<file path="config.mk">
export PLATFORM = sky130hd
export DESIGN_NAME = burst_serial_port
export DESIGN_NICKNAME = d
export VERILOG_FILES = /design/src/rtl/sbp_pkg.sv /design/src/rtl/sbp_fifo.sv /design/src/rtl/sbp_sck_gen.sv /design/src/rtl/sbp_shifter.sv /design/src/rtl/burst_serial_port.sv
export SDC_FILE = /design/constraint.sdc
export NUM_CORES = 1
export LEC_CHECK = 0
export ABC_AREA = 1
export BUFFER_PORTS_ARGS = -buffer_cell sky130_fd_sc_hd__buf_4
export CORE_UTILIZATION = 55
export CTS_BUF_LIST = sky130_fd_sc_hd__clkbuf_8
export DETAILED_ROUTE_END_ITERATION = 16
export PLACE_DENSITY = 0.81
export SLEW_MARGIN = 30
export SYNTH_ARGS = -nofsm -noshare
export SYNTH_HDL_FRONTEND = slang
export SYNTH_SLANG_ARGS = --single-unit
</file>
<file path="constraint.sdc">
create_clock -name clk -period 3 [get_ports clk]
set_input_delay 0.75 -clock clk [delete_from_list [all_inputs] [get_ports clk]]
set_output_delay 0.75 -clock clk [all_outputs]
set_load 0.02 [all_outputs]
</file>
<file path="src/rtl/sbp_pkg.sv">
package sbp_pkg;
  typedef enum logic {
    SCK_INTERNAL = 1'b0,
    SCK_EXTERNAL = 1'b1
  } sck_src_e;

  typedef struct packed {
    logic fall;
    logic rise;
  } sck_edge_t;
endpackage

</file>
<file path="src/rtl/sbp_fifo.sv">
module sbp_fifo #(
  parameter int DW    = 8,
  parameter int DEPTH = 8,
  localparam int IW   = (DEPTH > 1) ? $clog2(DEPTH) : 1,
  localparam int LW   = IW + 1
) (
  input  logic          clk,
  input  logic          rst_n,
  input  logic          push_en,
  input  logic [DW-1:0] push_data,
  input  logic          pop_en,
  output logic [DW-1:0] head_data,
  output logic [IW-1:0] head_idx,
  output logic [LW-1:0] level,
  input  logic [IW-1:0] acc_idx,
  output logic [DW-1:0] acc_data,
  input  logic          upd_en,
  input  logic [IW-1:0] upd_idx,
  input  logic [DW-1:0] upd_data
);
  logic [DW-1:0] mem [DEPTH];
  logic [IW-1:0] tail;

  function automatic logic [IW-1:0] step(input logic [IW-1:0] p);
    return (p == IW'(DEPTH - 1)) ? '0 : p + 1'b1;
  endfunction

  // per-entry storage: pushes and burst write-backs never coincide
  for (genvar i = 0; i < DEPTH; i++) begin : g_entry
    always_ff @(posedge clk or negedge rst_n) begin
      if (!rst_n)                                 mem[i] <= '0;
      else if (push_en && tail == IW'(i))         mem[i] <= push_data;
      else if (upd_en && upd_idx == IW'(i))       mem[i] <= upd_data;
    end
  end

  always_ff @(posedge clk or negedge rst_n) begin
    if (!rst_n) begin
      head_idx <= '0;
      tail     <= '0;
      level    <= '0;
    end else begin
      if (push_en) tail     <= step(tail);
      if (pop_en)  head_idx <= step(head_idx);
      case ({push_en, pop_en})
        2'b10:   level <= level + 1'b1;
        2'b01:   level <= level - 1'b1;
        default: level <= level;
      endcase
    end
  end

  assign head_data = mem[head_idx];
  assign acc_data  = mem[acc_idx];

  assert_no_overflow_R1: assert property (@(posedge clk) disable iff (!rst_n)
    push_en |-> level < LW'(DEPTH));
  assert_no_underflow_R2: assert property (@(posedge clk) disable iff (!rst_n)
    pop_en |-> level != '0);
  assert_level_kept_R4: assert property (@(posedge clk) disable iff (!rst_n)
    (upd_en && !push_en && !pop_en) |=> $stable(level));
endmodule

</file>
<file path="src/rtl/sbp_sck_gen.sv">
module sbp_sck_gen
  import sbp_pkg::*;
#(
  parameter int HALF = 8,
  localparam int CW  = (HALF > 1) ? $clog2(HALF) : 1
) (
  input  logic      clk,
  input  logic      rst_n,
  input  logic      run,
  input  sck_src_e  src,
  input  logic      gate,
  input  logic      sck_in,
  input  logic      si_in,
  output logic      sck_int,
  output sck_edge_t edge_ev,
  output logic      si_bit
);
  logic [CW-1:0] cnt;
  logic [2:0]    sck_sync;
  logic [1:0]    si_sync;
  logic          half_done;

  assign half_done = (cnt == CW'(HALF - 1));

  // internal clock: toggles every HALF cycles, rests high when idle
  always_ff @(posedge clk or negedge rst_n) begin
    if (!rst_n) begin
      cnt     <= '0;
      sck_int <= 1'b1;
    end else if (!run || src == SCK_EXTERNAL) begin
      cnt     <= '0;
      sck_int <= 1'b1;
    end else if (gate) begin
      if (half_done) begin
        cnt     <= '0;
        sck_int <= ~sck_int;
      end else begin
        cnt <= cnt + 1'b1;
      end
    end
  end

  // external clock and data: two-flop synchronizers plus edge history
  always_ff @(posedge clk or negedge rst_n) begin
    if (!rst_n) begin
      sck_sync <= 3'b111;
      si_sync  <= 2'b00;
    end else begin
      sck_sync <= {sck_sync[1:0], sck_in};
      si_sync  <= {si_sync[0], si_in};
    end
  end

  always_comb begin
    edge_ev = '0;
    if (run && gate) begin
      if (src == SCK_EXTERNAL) begin
        edge_ev.fall = sck_sync[2] & ~sck_sync[1];
        edge_ev.rise = ~sck_sync[2] & sck_sync[1];
      end else begin
        edge_ev.fall = half_done & sck_int;
        edge_ev.rise = half_done & ~sck_int;
      end
    end
  end

  assign si_bit = (src == SCK_EXTERNAL) ? si_sync[1] : si_in;

  assert_sck_idle_R5: assert property (@(posedge clk) disable iff (!rst_n)
    !run |-> sck_int);
  assert_one_edge_R7: assert property (@(posedge clk) disable iff (!rst_n)
    !(edge_ev.fall && edge_ev.rise));
  assert_gate_hold_R8: assert property (@(posedge clk) disable iff (!rst_n)
    (run && !gate) |=> $stable(sck_int));
endmodule

</file>
<file path="src/rtl/sbp_shifter.sv">
module sbp_shifter
  import sbp_pkg::*;
#(
  parameter int DW    = 8,
  parameter int DEPTH = 8,
  localparam int IW   = (DEPTH > 1) ? $clog2(DEPTH) : 1,
  localparam int LW   = IW + 1,
  localparam int BW   = (DW > 1) ? $clog2(DW) : 1
) (
  input  logic          clk,
  input  logic          rst_n,
  input  logic          go,
  input  logic [LW-1:0] n_bytes,
  input  logic [IW-1:0] head_idx,
  input  sck_edge_t     edge_ev,
  input  logic          si_bit,
  input  logic [DW-1:0] acc_data,
  output logic [IW-1:0] acc_idx,
  output logic          upd_en,
  output logic [IW-1:0] upd_idx,
  output logic [DW-1:0] upd_data,
  output logic          busy,
  output logic          done,
  output logic          so
);
  logic [IW-1:0] ptr;
  logic [LW-1:0] left;
  logic [BW-1:0] bitc;
  logic [DW-1:0] tx_sr;
  logic [DW-1:0] rx_sr;
  logic [IW-1:0] ptr_nxt;
  logic          byte_end;

  assign ptr_nxt  = (ptr == IW'(DEPTH - 1)) ? '0 : ptr + 1'b1;
  assign acc_idx  = busy ? ptr_nxt : head_idx;
  assign byte_end = busy && edge_ev.rise && (bitc == BW'(DW - 1));
  assign upd_en   = byte_end;
  assign upd_idx  = ptr;
  assign upd_data = {rx_sr[DW-2:0], si_bit};

  always_ff @(posedge clk or negedge rst_n) begin
    if (!rst_n) begin
      busy  <= 1'b0;
      done  <= 1'b0;
      ptr   <= '0;
      left  <= '0;
      bitc  <= '0;
      tx_sr <= '0;
      rx_sr <= '0;
      so    <= 1'b1;
    end else begin
      done <= 1'b0;
      if (!busy) begin
        if (go) begin
          busy  <= 1'b1;
          ptr   <= head_idx;
          left  <= n_bytes;
          bitc  <= '0;
          tx_sr <= acc_data;
        end
      end else begin
        if (edge_ev.fall) begin
          so    <= tx_sr[DW-1];
          tx_sr <= {tx_sr[DW-2:0], 1'b0};
        end
        if (edge_ev.rise) begin
          rx_sr <= {rx_sr[DW-2:0], si_bit};
          bitc  <= bitc + 1'b1;
          if (byte_end) begin
            bitc <= '0;
            if (left == LW'(1)) begin
              busy <= 1'b0;
              done <= 1'b1;
            end else begin
              left  <= left - 1'b1;
              ptr   <= ptr_nxt;
              tx_sr <= acc_data;
            end
          end
        end
      end
    end
  end

  assert_done_pulse_R6: assert property (@(posedge clk) disable iff (!rst_n)
    done |=> !done);
  assert_done_idle_R6: assert property (@(posedge clk) disable iff (!rst_n)
    done |-> !busy);
  assert_wb_busy_R4: assert property (@(posedge clk) disable iff (!rst_n)
    upd_en |-> busy);
  assert_so_on_fall_R3: assert property (@(posedge clk) disable iff (!rst_n)
    (busy && !edge_ev.fall) |=> $stable(so));
  assert_len_latched_R9: assert property (@(posedge clk) disable iff (!rst_n)
    (busy && !edge_ev.rise) |=> $stable(left));
endmodule

</file>
<file path="src/rtl/burst_serial_port.sv">
module burst_serial_port
  import sbp_pkg::*;
#(
  parameter int DW    = 8,
  parameter int DEPTH = 8,
  parameter int HALF  = 8,
  localparam int IW   = (DEPTH > 1) ? $clog2(DEPTH) : 1,
  localparam int LW   = IW + 1
) (
  input  logic          clk,
  input  logic          rst_n,
  input  logic          wr_valid,
  output logic          wr_ready,
  input  logic [DW-1:0] wr_data,
  output logic          rd_valid,
  input  logic          rd_ready,
  output logic [DW-1:0] rd_data,
  input  logic [IW-1:0] cfg_count,
  input  logic          cfg_ext_clk,
  input  logic          cfg_cs_mode,
  input  logic          start,
  output logic          busy,
  output logic          done_irq,
  input  logic          sck_i,
  output logic          sck_o,
  output logic          sck_oe,
  input  logic          si,
  output logic          so,
  output logic          so_oe,
  input  logic          cs_n
);
  logic [LW-1:0] level;
  logic [IW-1:0] head_idx, acc_idx, upd_idx;
  logic [DW-1:0] acc_data, upd_data;
  logic          upd_en, go, push_en, pop_en;
  logic [LW-1:0] n_bytes;
  logic [1:0]    cs_sync;
  logic          sel_on, drive, si_bit;
  sck_src_e      src;
  sck_edge_t     edge_ev;

  always_ff @(posedge clk or negedge rst_n) begin
    if (!rst_n) cs_sync <= 2'b11;
    else        cs_sync <= {cs_sync[0], cs_n};
  end

  assign sel_on   = ~cs_sync[1];
  assign drive    = ~cfg_cs_mode | sel_on;
  assign src      = sck_src_e'(cfg_ext_clk);
  assign go       = start & ~busy;
  assign n_bytes  = (cfg_count == '0) ? LW'(DEPTH) : {1'b0, cfg_count};
  assign wr_ready = ~busy & (level < LW'(DEPTH));
  assign rd_valid = ~busy & ~start & (level != '0);
  assign push_en  = wr_valid & wr_ready;
  assign pop_en   = rd_valid & rd_ready;
  assign sck_oe   = (src == SCK_INTERNAL) & drive;
  assign so_oe    = drive;

  sbp_fifo #(.DW(DW), .DEPTH(DEPTH)) u_fifo (
    .clk(clk), .rst_n(rst_n),
    .push_en(push_en), .push_data(wr_data),
    .pop_en(pop_en), .head_data(rd_data), .head_idx(head_idx), .level(level),
    .acc_idx(acc_idx), .acc_data(acc_data),
    .upd_en(upd_en), .upd_idx(upd_idx), .upd_data(upd_data)
  );

  sbp_sck_gen #(.HALF(HALF)) u_sck (
    .clk(clk), .rst_n(rst_n), .run(busy), .src(src), .gate(drive),
    .sck_in(sck_i), .si_in(si), .sck_int(sck_o), .edge_ev(edge_ev), .si_bit(si_bit)
  );

  sbp_shifter #(.DW(DW), .DEPTH(DEPTH)) u_shift (
    .clk(clk), .rst_n(rst_n), .go(go), .n_bytes(n_bytes), .head_idx(head_idx),
    .edge_ev(edge_ev), .si_bit(si_bit), .acc_data(acc_data), .acc_idx(acc_idx),
    .upd_en(upd_en), .upd_idx(upd_idx), .upd_data(upd_data),
    .busy(busy), .done(done_irq), .so(so)
  );

  assert_rd_idle_R2: assert property (@(posedge clk) disable iff (!rst_n)
    rd_valid |-> !busy);
  assert_wr_idle_R1: assert property (@(posedge clk) disable iff (!rst_n)
    wr_ready |-> !busy);
  assert_ext_float_R7: assert property (@(posedge clk) disable iff (!rst_n)
    cfg_ext_clk |-> !sck_oe);
endmodule

</file>
# Yosys cells after proc, flatten, opt, wreduce, memory -nomap -nowiden
# Index checks and enable logic that the tools add are counted.
# classes
n_addsub	8
n_mul	0
n_div	0
order_cmp	3
n_eq_ne	23
shifts	0
n_mux	66
bitwise	22
n_reduce_logical	42
# op_table
operator	n
$mux W8	26
$bmux W8 S3	2
$mux W3	16
$eq A3 B3 Y1 const B	11
$mux W4	6
$reduce_bool A2 Y1	12
$logic_and A1 B1 Y1	19
$add A3 B1 Y3 const B	5
$mux W1	13
$eq A3 B2 Y1 const B	4
$and A1 B1 Y1	11
$logic_not A3 Y1	3
$ge A4 B4 Y1 const B	2
$not A1 Y1	8
$not A3 Y4	2
$pmux W4 S2	1
$reduce_and A2 Y1	4
$sub A4 B1 Y4 const B	2
$eq A3 B1 Y1 const B	2
$add A4 B1 Y4 const B	1
$eq A4 B1 Y1 const B	1
$lt A4 B4 Y1 const B	1
$mux W2	2
$ne A2 B1 Y1 const B	2
8 further kinds	8
# word_totals
reg_bits	113
latch_bits	0
ramBits	0
romBits	0
in_bits	21
memories	0

# Longest topological paths before layout
# Gate-level depths: netlist of the first run.
# logic_depth
word_depth	11
mapped_depth	12

# By module
# Synthesis of the first run repeated with hierarchy kept, for this count alone.
# unflattened
cells_unflattened	948
area_unflattened_um2	6984.2
# modules_own_cells
module	instances	cells_per_inst	area_each_um2	seq_area_each_um2
sbp_fifo	1	659	4817.1	1851.8
sbp_shifter	1	222	1605.3	701.9
sbp_sck_gen	1	47	427.9	230.2
burst_serial_port	1	20	133.9	52.6

# Least setup slack after synthesis of the first run
# OpenSTA, ideal clock, no wires.
# synth_path
path_kind	register to register
start	reg u_shift.busy
end	reg u_fifo.level[3]
setup_time_ps	125
arrival_ps	2471
required_ps	2875
path_slack_ps	404
path_stages_with_launch	12
n_path_buf	2
path_cell_list	dfrtp_1 > buf_6 > buf_6 > nor2_2 > nand2_1 > nor2_1 > ha_1 > ha_1 > a21oi_1 > o21ai_0 > xor2_1 > mux2_2
# synth_via
elab_chain_cells	6
# synth_lines
element	line	text
start: declaration	sbp_shifter.sv:22	output logic busy,
start signal: assignment	sbp_shifter.sv:43	busy <= 1'b0;
start signal: assignment	sbp_shifter.sv:55	busy <= 1'b1;
start signal: assignment	sbp_shifter.sv:72	busy <= 1'b0;
$not A1 Y1 (*)	burst_serial_port.sv:53	assign rd_valid = ~busy & ~start & (level != '0);
$and A1 B1 Y1 (*) (2 in series)	burst_serial_port.sv:53	
$and A1 B1 Y1 (*)	burst_serial_port.sv:55	assign pop_en = rd_valid & rd_ready;
via pop_en	burst_serial_port.sv:35	logic upd_en, go, push_en, pop_en;
$eq A2 B1 Y1 / $eq A2 B2 Y1 (equally long branches)	sbp_fifo.sv:45	case ({push_en, pop_en})
$pmux W4 S2 / $reduce_bool A2 Y1 (equally long branches)	-	
end signal: assignment	sbp_fifo.sv:46	2'b10: level <= level + 1'b1;
end signal: assignment	sbp_fifo.sv:47	2'b01: level <= level - 1'b1;
end signal: assignment	sbp_fifo.sv:48	default: level <= level;
end: declaration	sbp_fifo.sv:14	output logic [LW-1:0] level,
# Mark *: on every way through the listed nets, which the timed path passes. The rest lies on a longest branch.
# A chain may end at the register's enable or synchronous reset.

# Worst setup path in the final report of the first run
# layout_path
start	reg u_fifo.head_idx[0]
end	out rd_data[3]
# layout_via
elab_chain_cells	4
# layout_lines
element	line	text
start: declaration	sbp_fifo.sv:13	output logic [IW-1:0] head_idx,
start signal: assignment	sbp_fifo.sv:44	if (pop_en) head_idx <= step(head_idx);
$not A3 Y4 (not written as such)	sbp_fifo.sv:53	assign head_data = mem[head_idx];
$bmux W8 S3	sbp_fifo.sv:53	
$mux W8 (not written as such) (2 in series)	sbp_fifo.sv:53	
end: declaration	burst_serial_port.sv:17	output logic [DW-1:0] rd_data,
# Every way passes these cells. The select of a mux whose other input is x is not followed.

==> metrics, run 1 <==
arrival time at the worst endpoint=2080 ps; Final Instance Area=0.00773 mm2; Critical Path Source Type=flip-flop; Clock transition at path regs=70 ps; CP endpoint kind=primary output; CP endpoint=rd_data[3]; post-synthesis sequential area ratio=40.0%; Setup TNS=0 ps; total global-route track usage=30.2%; via/cell ratio=5.67; endpoints failing setup=0; initial antenna violation count=0; worst path cell trace=buf_6, clkinvlp_4, buf_12, a21oi_1, o21ai_0, nand2_1, nor2_1, a31oi_1, buf_4; die height=116 um; Max Fclk=353 MHz; crit share post-route=94.5%; DRC viols=0; CTS tree=built; Syn Area/Cell=7.49 um2; required time worst endpoint=2250 ps; Tmin final=2830 ps; crit path from=u_fifo.head_idx[0]$_DFFE_PN0P_; post-synth top area cell=dfrtp_1; syn_nets=991; Synth Instances=946; Non-Filler Instances=1151; slowest CP cell=dfrtp_1; reg2reg end=u_shift.tx_sr[1]$_DFFE_PN0P_; Crit path max-delay family=buffers and inverters; Max Cap Viol=0; Seq cells post-synth=113; P&R area growth vs syn=9.04%; pin count of the biggest net entering global routing=44; DR pass1 iterations=6; antenna-violating nets left=0; leakage power=3.76 nW; root buffer selected by CTS=clkbuf_8; Initial DRC Count=587; diodes inserted=0; IO Port Bufs=36; Cell Pwr Density=599 mW/mm2; CP max FO=33; clock tree buffer depth=2; worst-margin pin slew=829 ps; nets@finish=1011; commonest non-fill, non-tap cells in the layout=nand2_1, o21ai_0, nand3_1; Final Power=4.63 mW; Fill cells=1136; Crit Reg-Reg Startpoint=u_shift.busy$_DFF_PN0_; Congestion Overflow GR=0; commonest non-fill, non-tap cell in the layout=nand2_1; Final Hold Viols=0; starting density of the core=56.4%; Hold Path Class=input port to asynchronous set/reset pin; final clock skew=8.26 ps; Yosys top cell area share=37.4%; CTS H-tree depth=4; first-pass GRT wire length=30.9 mm; DIE AREA=0.0133 mm2; Slew Viols, Final=0; Detailed Place HPWL=12.7 mm; relative slew slack=44.3%; routed len/inst=16.0 um; flop2flop setup slack=480 ps; Hold Slack=240 ps; clock sink total=113; worst path bufs/invs=4; Placed Instances=1118; multi-input logic area=0.00361 mm2; IO Pins=37; main area contributors after synthesis=dfrtp_1, nand2_1, o21ai_0; Core ar.=0.0126 mm2; Post-Syn Area=0.00709 mm2; post-synthesis cell type count=40; sequential cell area=0.00284 mm2; RSZ-0062 raised after global routing=false; cells on worst reg2reg path=9; routed wire length=18.4 mm; Die Wd=116 um; number of cell rows=41; status=complete, no violations; Ys Warns=0; Worst VDD drop=418 uV; hold buffer count at CTS=0; CTS Buf Count=17; total number of vias=6523; Crit Path Category=flip-flop to primary output; GPL Wtd Cong=0.834; Clk Latency, worst-skew pair=450 ps; DP Area=0.00736 mm2; layout cell share with drive strength beyond 1=13.1%; number of cells on the critical path=9; vias in the first global route=6269; Worst path max stage delay=370 ps
routing by layer:
layer / part of all wire [%] / up-vias / track usage [%]
met4: 1.3 / 0 / 8.83
met2: 45 / 318 / 46.6
met3: 9.7 / 32 / 9.31
met1: 44 / 2996 / 40.9
met5: 0 / - / 0
li1: - / 3177 / -
stage by stage:
stage	setup WS, ps	util [%]
3_3_place_gp	510	58.5
2_1_floorplan	404	-
6_report	165	61.5
4_1_cts	57.6	61.3
3_5_place_dp	444	58.5
5_1_grt	28.0	61.5
worst register-to-register path: stages (launching register included):
cell and delay [ps]:
dfrtp_1 590, inv_2 200, nand2_1 490, nand2_2 490
nand2_1 170, nand3_1 80, nand3_1 180, nand3_1 90
nand2_1 80, nand2_1 40
how the worst min path moves through the flow:
stage | startpoint | slack, ps | depth (start not counted) | to
2_1_floorplan | u_sck.si_sync[0]$_DFF_PN0_ | 330 | 0 | u_sck.si_sync[1]$_DFF_PN0_
3_3_place_gp | u_sck.si_sync[0]$_DFF_PN0_ | 340 | 0 | u_sck.si_sync[1]$_DFF_PN0_
3_5_place_dp | u_sck.si_sync[0]$_DFF_PN0_ | 340 | 0 | u_sck.si_sync[1]$_DFF_PN0_
4_1_cts | rst_n | 240 | 1 | u_sck.cnt[2]$_DFFE_PN0P_
5_1_grt | rst_n | 240 | 1 | u_sck.cnt[2]$_DFFE_PN0P_
6_report | rst_n | 240 | 1 | u_sck.cnt[2]$_DFFE_PN0P_
cell families (layout without fill, tap and decap cells):
group                    Yosys count  in the layout  share of synthesized area (%)
AND/OR/NAND/NOR                  422            422                           26.6
AO/OA/AOI/OAI                    249            249                           19.2
buffers and inverters            132            165                           9.07
flip-flops                       113            113                           40.0
adder cells (fa/ha/maj)           24             24                           4.34
XOR/XNOR                           5              5                          0.618
multiplexers                       1              1                          0.159
synth_stat cells (all sizes together):
library cell  number
nand2            212
o21ai            130
nand3            122
a21oi            106
dfrtp            106
nor2              85
inv               78
buf               35
ha                23
clkbuf            15
a31oi              8
dfstp              7
clkinv             4
xor2               3
nand3b             2
xnor2              2
a22o               1
fa                 1
mux2               1
nor3               1
o21bai             1
o22ai              1
o31ai              1
o41ai              1
sequential cells by signal (all words and copies together), names as in the netlist:
register,flops
cs_sync,2
u_fifo.head_idx,3
u_fifo.level,4
u_fifo.mem,64
u_fifo.tail,3
u_sck.cnt,3
u_sck.sck_int,1
u_sck.sck_sync,3
u_sck.si_sync,2
u_shift.bitc,3
u_shift.busy,1
u_shift.done,1
u_shift.left,4
u_shift.rx_sr,7
u_shift.so,1
u_shift.tx_sr,8
u_shift.upd_idx,3
area by class of cell:
class / instances / area share [%]
Timing Repair Buffer: 51 / 5.33
Tap cell: 172 / 2.78
Inverter: 82 / 4.05
Clock inverter: 13 / 1.07
Sequential cell: 113 / 36.7
Multi-Input combinational cell: 701 / 46.7
Clock buffer: 19 / 3.38
where the power goes:
part,internal (mW),leakage (nW),switching (mW)
clock,0.668,0.206,0.612
combinational,0.500,2.26,0.811
sequential,1.79,1.29,0.250
total,2.96,3.76,1.67
timing repair:
item / in CTS / in global routing
resized for setup: 0 / 5
setup endpoints to repair: 0 / 8
hold endpoints to repair: 0 / 0
setup buffers: 0 / 1
Note: power is estimated with default switching activity, not from simulation.
==> run 2: changes to the inputs <==
--- a/config.mk
+++ b/config.mk
@@ -10,7 +10,9 @@
 export CORE_UTILIZATION = 55
 export CTS_BUF_LIST = sky130_fd_sc_hd__clkbuf_8
 export DETAILED_ROUTE_END_ITERATION = 16
+export GPL_TIMING_DRIVEN = 0
 export PLACE_DENSITY = 0.81
+export RECOVER_POWER = 25
 export SLEW_MARGIN = 30
 export SYNTH_ARGS = -nofsm -noshare
 export SYNTH_HDL_FRONTEND = slang
==> run 2 against run 1 <==
Compared with the run above: the run now ends with capacitance limit, slew limit left; clock power grew 12%; design area grew 3.8%; non-clock buffer count grew 36; power grew 5.7%; highest routed layer unchanged.
==> metrics, run 2 (synthesis results as in run 1) <==
status=complete, but fails checks; violated checks=capacitance limit, slew limit; leakage power=3.89 nW (+3.6%); Slew Viols, Final=41 (+41); routed len/inst=17.6 um (+9.7%); root buffer selected by CTS=clkbuf_8; Tmin final=2920 ps (+81.0 ps); post-CTS setup buffer count=0 (unchanged); starting density of the core=56.4% (unchanged); RSZ-0062 raised after global routing=false; CP dominant cell by count=buf_4; Reg with most FFs=u_fifo.mem; CP max FO=10 (-70%); number of cell rows=41 (unchanged); first-pass GRT wire length=33.2 mm (+7.5%); pre-CTS setup slack=-214 ps (-658 ps); nets@finish=1047 (+3.6%); diodes inserted=0 (unchanged); Core ar.=0.0126 mm2 (unchanged); total number of vias=6778 (+3.9%); total global-route track usage=34.0% (+3.8 points); sw power=1.81 mW (+8.1%); vias in the first global route=6168 (-1.6%); Final Hold Viols=0 (unchanged); via/cell ratio=5.71 (+0.76%); DIE AREA=0.0133 mm2 (unchanged); clock power share=29.4% (+1.7 points); initial antenna violation count=0 (unchanged); hold buffer count at CTS=0 (unchanged); DRC viols=0 (unchanged); Max Cap Viol=1 (+1); Comb pwr share=29.9% (+1.6 points); Non-Filler Instances=1187 (+3.1%); Crit Path Category=flip-flop to primary output; biggest regs=u_fifo.mem x64, u_shift.tx_sr x8, u_shift.rx_sr x7; CTS H-tree depth=4 (unchanged); Placed Instances=1155 (+3.3%); final core utilization=63.8% (+2.3 points); arrival time at the worst endpoint=2170 ps (+90 ps); fin worst setup slack=84.4 ps (-81.0 ps); Int Pwr=3.09 mW (+4.4%); antenna-violating nets left=0 (unchanged); Max Fclk=343 MHz (-2.8%); commonest non-fill, non-tap cells in the layout=nand2_1, nand3_1, o21ai_0; IO Port Bufs=36 (unchanged); Worst path max stage delay=390 ps (+20 ps); Critical Path Source Type=flip-flop; worst path bufs/invs=3 (-1); GPL Wtd Cong=0.992 (+19%); Initial DRC Count=797 (+36%); Die Wd=116 um (unchanged); worst path cell trace=buf_4, clkbuf_1, a21oi_1, o21ai_0, a31oi_2, buf_4; relative slew slack=-41.5% (-86 points); commonest non-fill, non-tap cell in the layout=nand2_1; required time worst endpoint=2250 ps (about the same); switching share of power=36.9% (+0.79 points); P&R area growth vs syn=13.1%; Detailed Place HPWL=15.2 mm (+20%); routed wire length=20.8 mm (+13%); DR pass1 iterations=5 (-1); Clk Latency, worst-skew pair=480 ps (+30 ps); die height=116 um (unchanged); IO Pins=37 (unchanged); pin count of the biggest net entering global routing=75 (+70%); Congestion Overflow GR=0 (unchanged); Fill cells=1127 (-0.79%); Cell Pwr Density=610 mW/mm2 (+1.9%); crit share post-route=97.2% (+2.7 points); multi-input logic area=0.00364 mm2 (+0.90%); Clock transition at path regs=60 ps (about the same); clock sink total=113 (unchanged); sequential cell area=0.00284 mm2 (unchanged); CP endpoint kind=primary output; slowest CP cell=dfrtp_1; endpoints failing setup=0 (unchanged); Worst VDD drop=519 uV (+24%); CTS tree=built; layout cell share with drive strength beyond 1=16.0% (+2.9 points); Crit path max-delay family=compound AO/OA/AOI/OAI gates; Hold Path Class=flip-flop to flip-flop; sequential share of power=40.7% (-3.3 points); worst-margin pin slew=2120 ps (+1290 ps); final clock skew=12.0 ps (+3.73 ps); clock tree buffer depth=2 (unchanged); flop2flop setup slack=220 ps (-260 ps); max reg flops=64 (unchanged); CTS Buf Count=17 (unchanged)
run 2: worst reg2reg max path: stages (launching register included):
cell     delay [ps]
dfrtp_1         400
buf_6           160
buf_6           150
nor2_4          240
nand2_1         120
nor2_2          290
ha_1            320
ha_1            300
a21oi_1         150
o21ai_0         110
xor2_1          170
mux2_2          280
run 2: per-stage QoR:
step	hold WS, ps	power, mW	setup TNS (ps)	instance area [um2]
after global placement	337	3.38	-173	7570
after floorplan	331	2.90	0	7090
after detailed placement	342	3.42	-214	7610
after CTS	144	4.87	0	8030
after global routing	365	5.17	0	8020
final	358	4.89	0	8020
run 2: final timing paths:
kind / start / to / cells past startpoint
max: u_fifo.head_idx[1]$_DFFE_PN0P_ / rd_data[0] / 6
min: cs_sync[0]$_DFF_PN1_ / cs_sync[1]$_DFF_PN1_ / 0
max reg2reg: u_shift.busy$_DFF_PN0_ / u_fifo.level[3]$_DFFE_PN0P_ / 11
min reg2reg: cs_sync[0]$_DFF_PN1_ / cs_sync[1]$_DFF_PN1_ / 0
max in group asynchronous: rst_n / u_fifo.mem[45]$_DFFE_PN0P_ / 2
min in group asynchronous: rst_n / u_sck.cnt[2]$_DFFE_PN0P_ / 1
run 2: per-layer routing:
| layer | global-route usage [%] | vias to the layer above | routed length, um |
|---|---|---|---|
| li1 | - | 3266 | - |
| met1 | 47.7 | 3096 | 8970 |
| met2 | 48.0 | 344 | 8850 |
| met3 | 9.00 | 72 | 2120 |
| met4 | 17.8 | 0 | 918 |
| met5 | 0 | - | 0 |
run 2: power groups by stage:
stage          registers, mW  clock network, mW  logic [mW]
2_1_floorplan           1.94                  0       0.967
3_3_place_gp            1.99                  0        1.38
3_5_place_dp            2.00                  0        1.42
4_1_cts                 1.98               1.46        1.43
5_1_grt                 2.01               1.52        1.63
6_report                1.99               1.44        1.46
run 2: layout make-up:
| class | count | share of cell area (%) |
|---|---|---|
| timing repair buffer | 37 | 3.42 |
| multi-input combinational | 701 | 45.4 |
| clock inverter | 9 | 0.983 |
| buffer | 50 | 4.32 |
| clock buffer | 23 | 3.95 |
| sequential | 113 | 35.4 |
| inverter | 82 | 3.88 |
| tap | 172 | 2.68 |
run 2: what timing repair did:
action	in CTS	in global routing
endpoints found under the hold margin	0	0
endpoints found under the setup margin	9	9
pin swaps	0	1
gates resized for setup	10	15
==> run 3: changes to the inputs <==
--- a/config.mk
+++ b/config.mk
@@ -6,14 +6,15 @@
 export NUM_CORES = 1
 export LEC_CHECK = 0
 export ABC_AREA = 1
-export BUFFER_PORTS_ARGS = -buffer_cell sky130_fd_sc_hd__buf_4
 export CORE_UTILIZATION = 55
 export CTS_BUF_LIST = sky130_fd_sc_hd__clkbuf_8
 export DETAILED_ROUTE_END_ITERATION = 16
+export DONT_BUFFER_PORTS = 1
 export GPL_TIMING_DRIVEN = 0
-export PLACE_DENSITY = 0.81
+export PLACE_DENSITY = 0.78
 export RECOVER_POWER = 25
 export SLEW_MARGIN = 30
 export SYNTH_ARGS = -nofsm -noshare
 export SYNTH_HDL_FRONTEND = slang
+export SYNTH_HIERARCHICAL = 1
 export SYNTH_SLANG_ARGS = --single-unit
==> run 3 against run 2 <==
Compared with the run above: first-iteration DRC count is 12% lower; the run still ends with capacitance limit, slew limit left; synthesized cell count is 0.21% higher; global-route usage is 2.7 points lower; clock skew is 2.4 ps higher.
==> metrics, run 3 <==
RSZ-0062 raised after global routing=false; commonest non-fill, non-tap cells in the layout=nand2_1, o21ai_0, dfrtp_1; Setup TNS=0 ps (unchanged); worst-margin pin slew=2240 ps (+119 ps); arrival time at the worst endpoint=2070 ps (-100 ps); endpoints failing setup=0 (unchanged); DR pass1 iterations=6 (+1); Fill cells=1110 (-1.5%); Initial DRC Count=704 (-12%); Final Power=7.90 mW (+62%); most numerous cell in the Yosys netlist=nand2_1; DIE AREA=0.0132 mm2 (-1.5%); via/cell ratio=5.80 (+1.6%); clock sink total=113 (unchanged); CP endpoint kind=primary output; CP max FO=10 (unchanged); layout cell share with drive strength beyond 1=13.0% (-2.9 points); met3 WL=1.63 mm (-23%); Post-synth EDFFs=0 (unchanged); final clock skew=14.4 ps (+2.37 ps); Core ar.=0.0122 mm2 (-2.8%); main area contributors after synthesis=dfrtp_1, nand2_1, o21ai_0; CTS Buf Count=17 (unchanged); initial antenna violation count=0 (unchanged); routed len/inst=16.7 um (-5.0%); required time worst endpoint=2250 ps (about the same); Critical Path Source Type=flip-flop; Max Fclk=354 MHz (+3.3%); Crit Path Category=flip-flop to primary output; routed wire length=19.2 mm (-8.0%); Routed met1 length=8.56 mm (-4.5%); die height=115 um (-0.73%); met2 wire length=8.55 mm (-3.3%); total number of vias=6668 (-1.6%); diodes inserted=0 (unchanged); fin worst setup slack=178 ps (+93.7 ps); Post-Syn Area=0.00698 mm2 (-1.5%); violated checks=capacitance limit, slew limit; Synth Instances=948 (+0.21%); DRC viols=0 (unchanged); IO Port Bufs=0 (-100%); Hold Path Class=input port to asynchronous set/reset pin; clock tree buffer depth=2 (unchanged); Max Cap Viol=1 (unchanged); Reg with most FFs=u_fifo/mem; commonest non-fill, non-tap cell in the layout=nand2_1; post-synthesis sequential area ratio=40.6% (+0.60 points); Cell Pwr Density=1030 mW/mm2 (+69%); post-CTS setup buffer count=0 (unchanged); Seq cells post-synth=113 (unchanged); total global-route track usage=31.3% (-2.7 points); Die Wd=115 um (-0.73%); post-synthesis cell type count=33 (-18%); leakage power=3.73 nW (-4.0%); syn_nets=988 (-0.30%); Ys Warns=6 (+6); number of cell rows=40 (-2.4%); Synth Flop Type=dfrtp_1; crit share post-route=94.1% (-3.1 points); Worst VDD drop=436 uV (-16%); Post-synth ARST share=100% (unchanged); Detailed Place HPWL=14.1 mm (-7.1%); Congestion Overflow GR=0 (unchanged); max reg flops=64 (unchanged); Clock transition at path regs=70 ps (about the same); Tmin final=2820 ps (-93.7 ps); Hold Slack=147 ps (-211 ps); sequential cell area=0.00284 mm2 (about the same); status=complete, but fails checks; IO Pins=37 (unchanged); highest routed layer=met4; starting density of the core=57.2% (+0.79 points); CTS H-tree depth=4 (unchanged); Post-synth top cells=nand2_1, o21ai_0, dfrtp_1; multi-input logic area=0.00343 mm2 (-5.7%); vias in the first global route=5987 (-2.9%); Syn Area/Cell=7.37 um2 (-1.7%); nets@finish=1008 (-3.7%); Final Hold Viols=0 (unchanged); post-synth top area cell=dfrtp_1; Clk Latency, worst-skew pair=440 ps (-40 ps); Yosys top cell area share=38.0% (+0.56 points); pin count of the biggest net entering global routing=100 (+33%); CTS tree=built; root buffer selected by CTS=clkbuf_8; relative slew slack=-49.5% (-7.9 points); GPL Wtd Cong=0.946 (-4.7%); pre-CTS setup slack=93.5 ps (+308 ps); P&R area growth vs syn=9.49%; biggest regs=u_fifo/mem x64, u_shift/tx_sr x8, u_shift/rx_sr x7; antenna-violating nets left=0 (unchanged); first-pass GRT wire length=31.2 mm (-6.1%); final core utilization=62.6% (-1.2 points); Slew Viols, Final=100 (+140%)
[run 3: routing by layer]
metal	up-vias	global-route usage (%)
met3	40	6.03
met1	3145	44.9
li1	3171	-
met5	-	0
met2	312	47.4
met4	0	10.8
[run 3: worst paths after layout]
path                            slack [ps]                           end                      startpoint  cells after the start
worst max-delay path                   180                    rd_data[4]  u_fifo/head_idx[0]$_DFFE_PN0P_                      6
worst min-delay path                   150     u_sck/sck_int$_DFFE_PN1P_                           rst_n                      0
worst max register to register         200  u_shift/tx_sr[6]$_DFFE_PN0P_  u_shift/upd_idx[0]$_DFFE_PN0P_                     14
worst min register to register         350    u_sck/si_sync[1]$_DFF_PN0_      u_sck/si_sync[0]$_DFF_PN0_                      0
max in group asynchronous              570        u_shift/busy$_DFF_PN0_                           rst_n                      1
min in group clk                       310          cs_sync[0]$_DFF_PN1_                            cs_n                      0
[run 3: cell type report]
class,count,area share (%)
tap,168,2.75
clock inverter,12,2.16
inverter,106,5.20
multi-input combinational,679,44.9
buffer,49,4.07
timing repair buffer,2,0.196
sequential,113,37.1
clock buffer,20,3.60
[run 3: worst max-delay path, cell delays in order (launching register included)]
cell and delay [ps]:
dfrtp_1 390, buf_2 210, clkbuf_1 410, o21ai_0 160, o21ai_0 170, nand2_1 80, nand2_1 220
[run 3: cells by family (layout without fill, tap and decap cells)]
logic type	after synthesis	count (layout)	synth area share [%]
AO/OA/AOI/OAI	269	269	21.5
flip-flops	113	113	40.6
adder cells (fa/ha/maj)	19	19	3.40
XOR/XNOR	3	3	0.376
AND/OR/NAND/NOR	388	388	23.9
buffers and inverters	156	189	10.2
[run 3: per-stage QoR]
stage | instances | cell area [um2]
2_1_floorplan | 948 | 6980
3_3_place_gp | 1116 | 7190
6_report | 1149 | 7650
4_1_cts | 1150 | 7670
5_1_grt | 1149 | 7650
3_5_place_dp | 1116 | 7190
[run 3: repair_timing]
action | CTS | global route
hold buffers | 2 | 0
setup endpoints to repair | 0 | 7
endpoints found under the hold margin | 99 | 0
gates resized for setup | 0 | 1
[run 3: report_power, final]
group | internal (mW) | switching, mW
registers | 2.09 | 0.537
clock network | 0.960 | 0.634
logic | 1.26 | 2.42
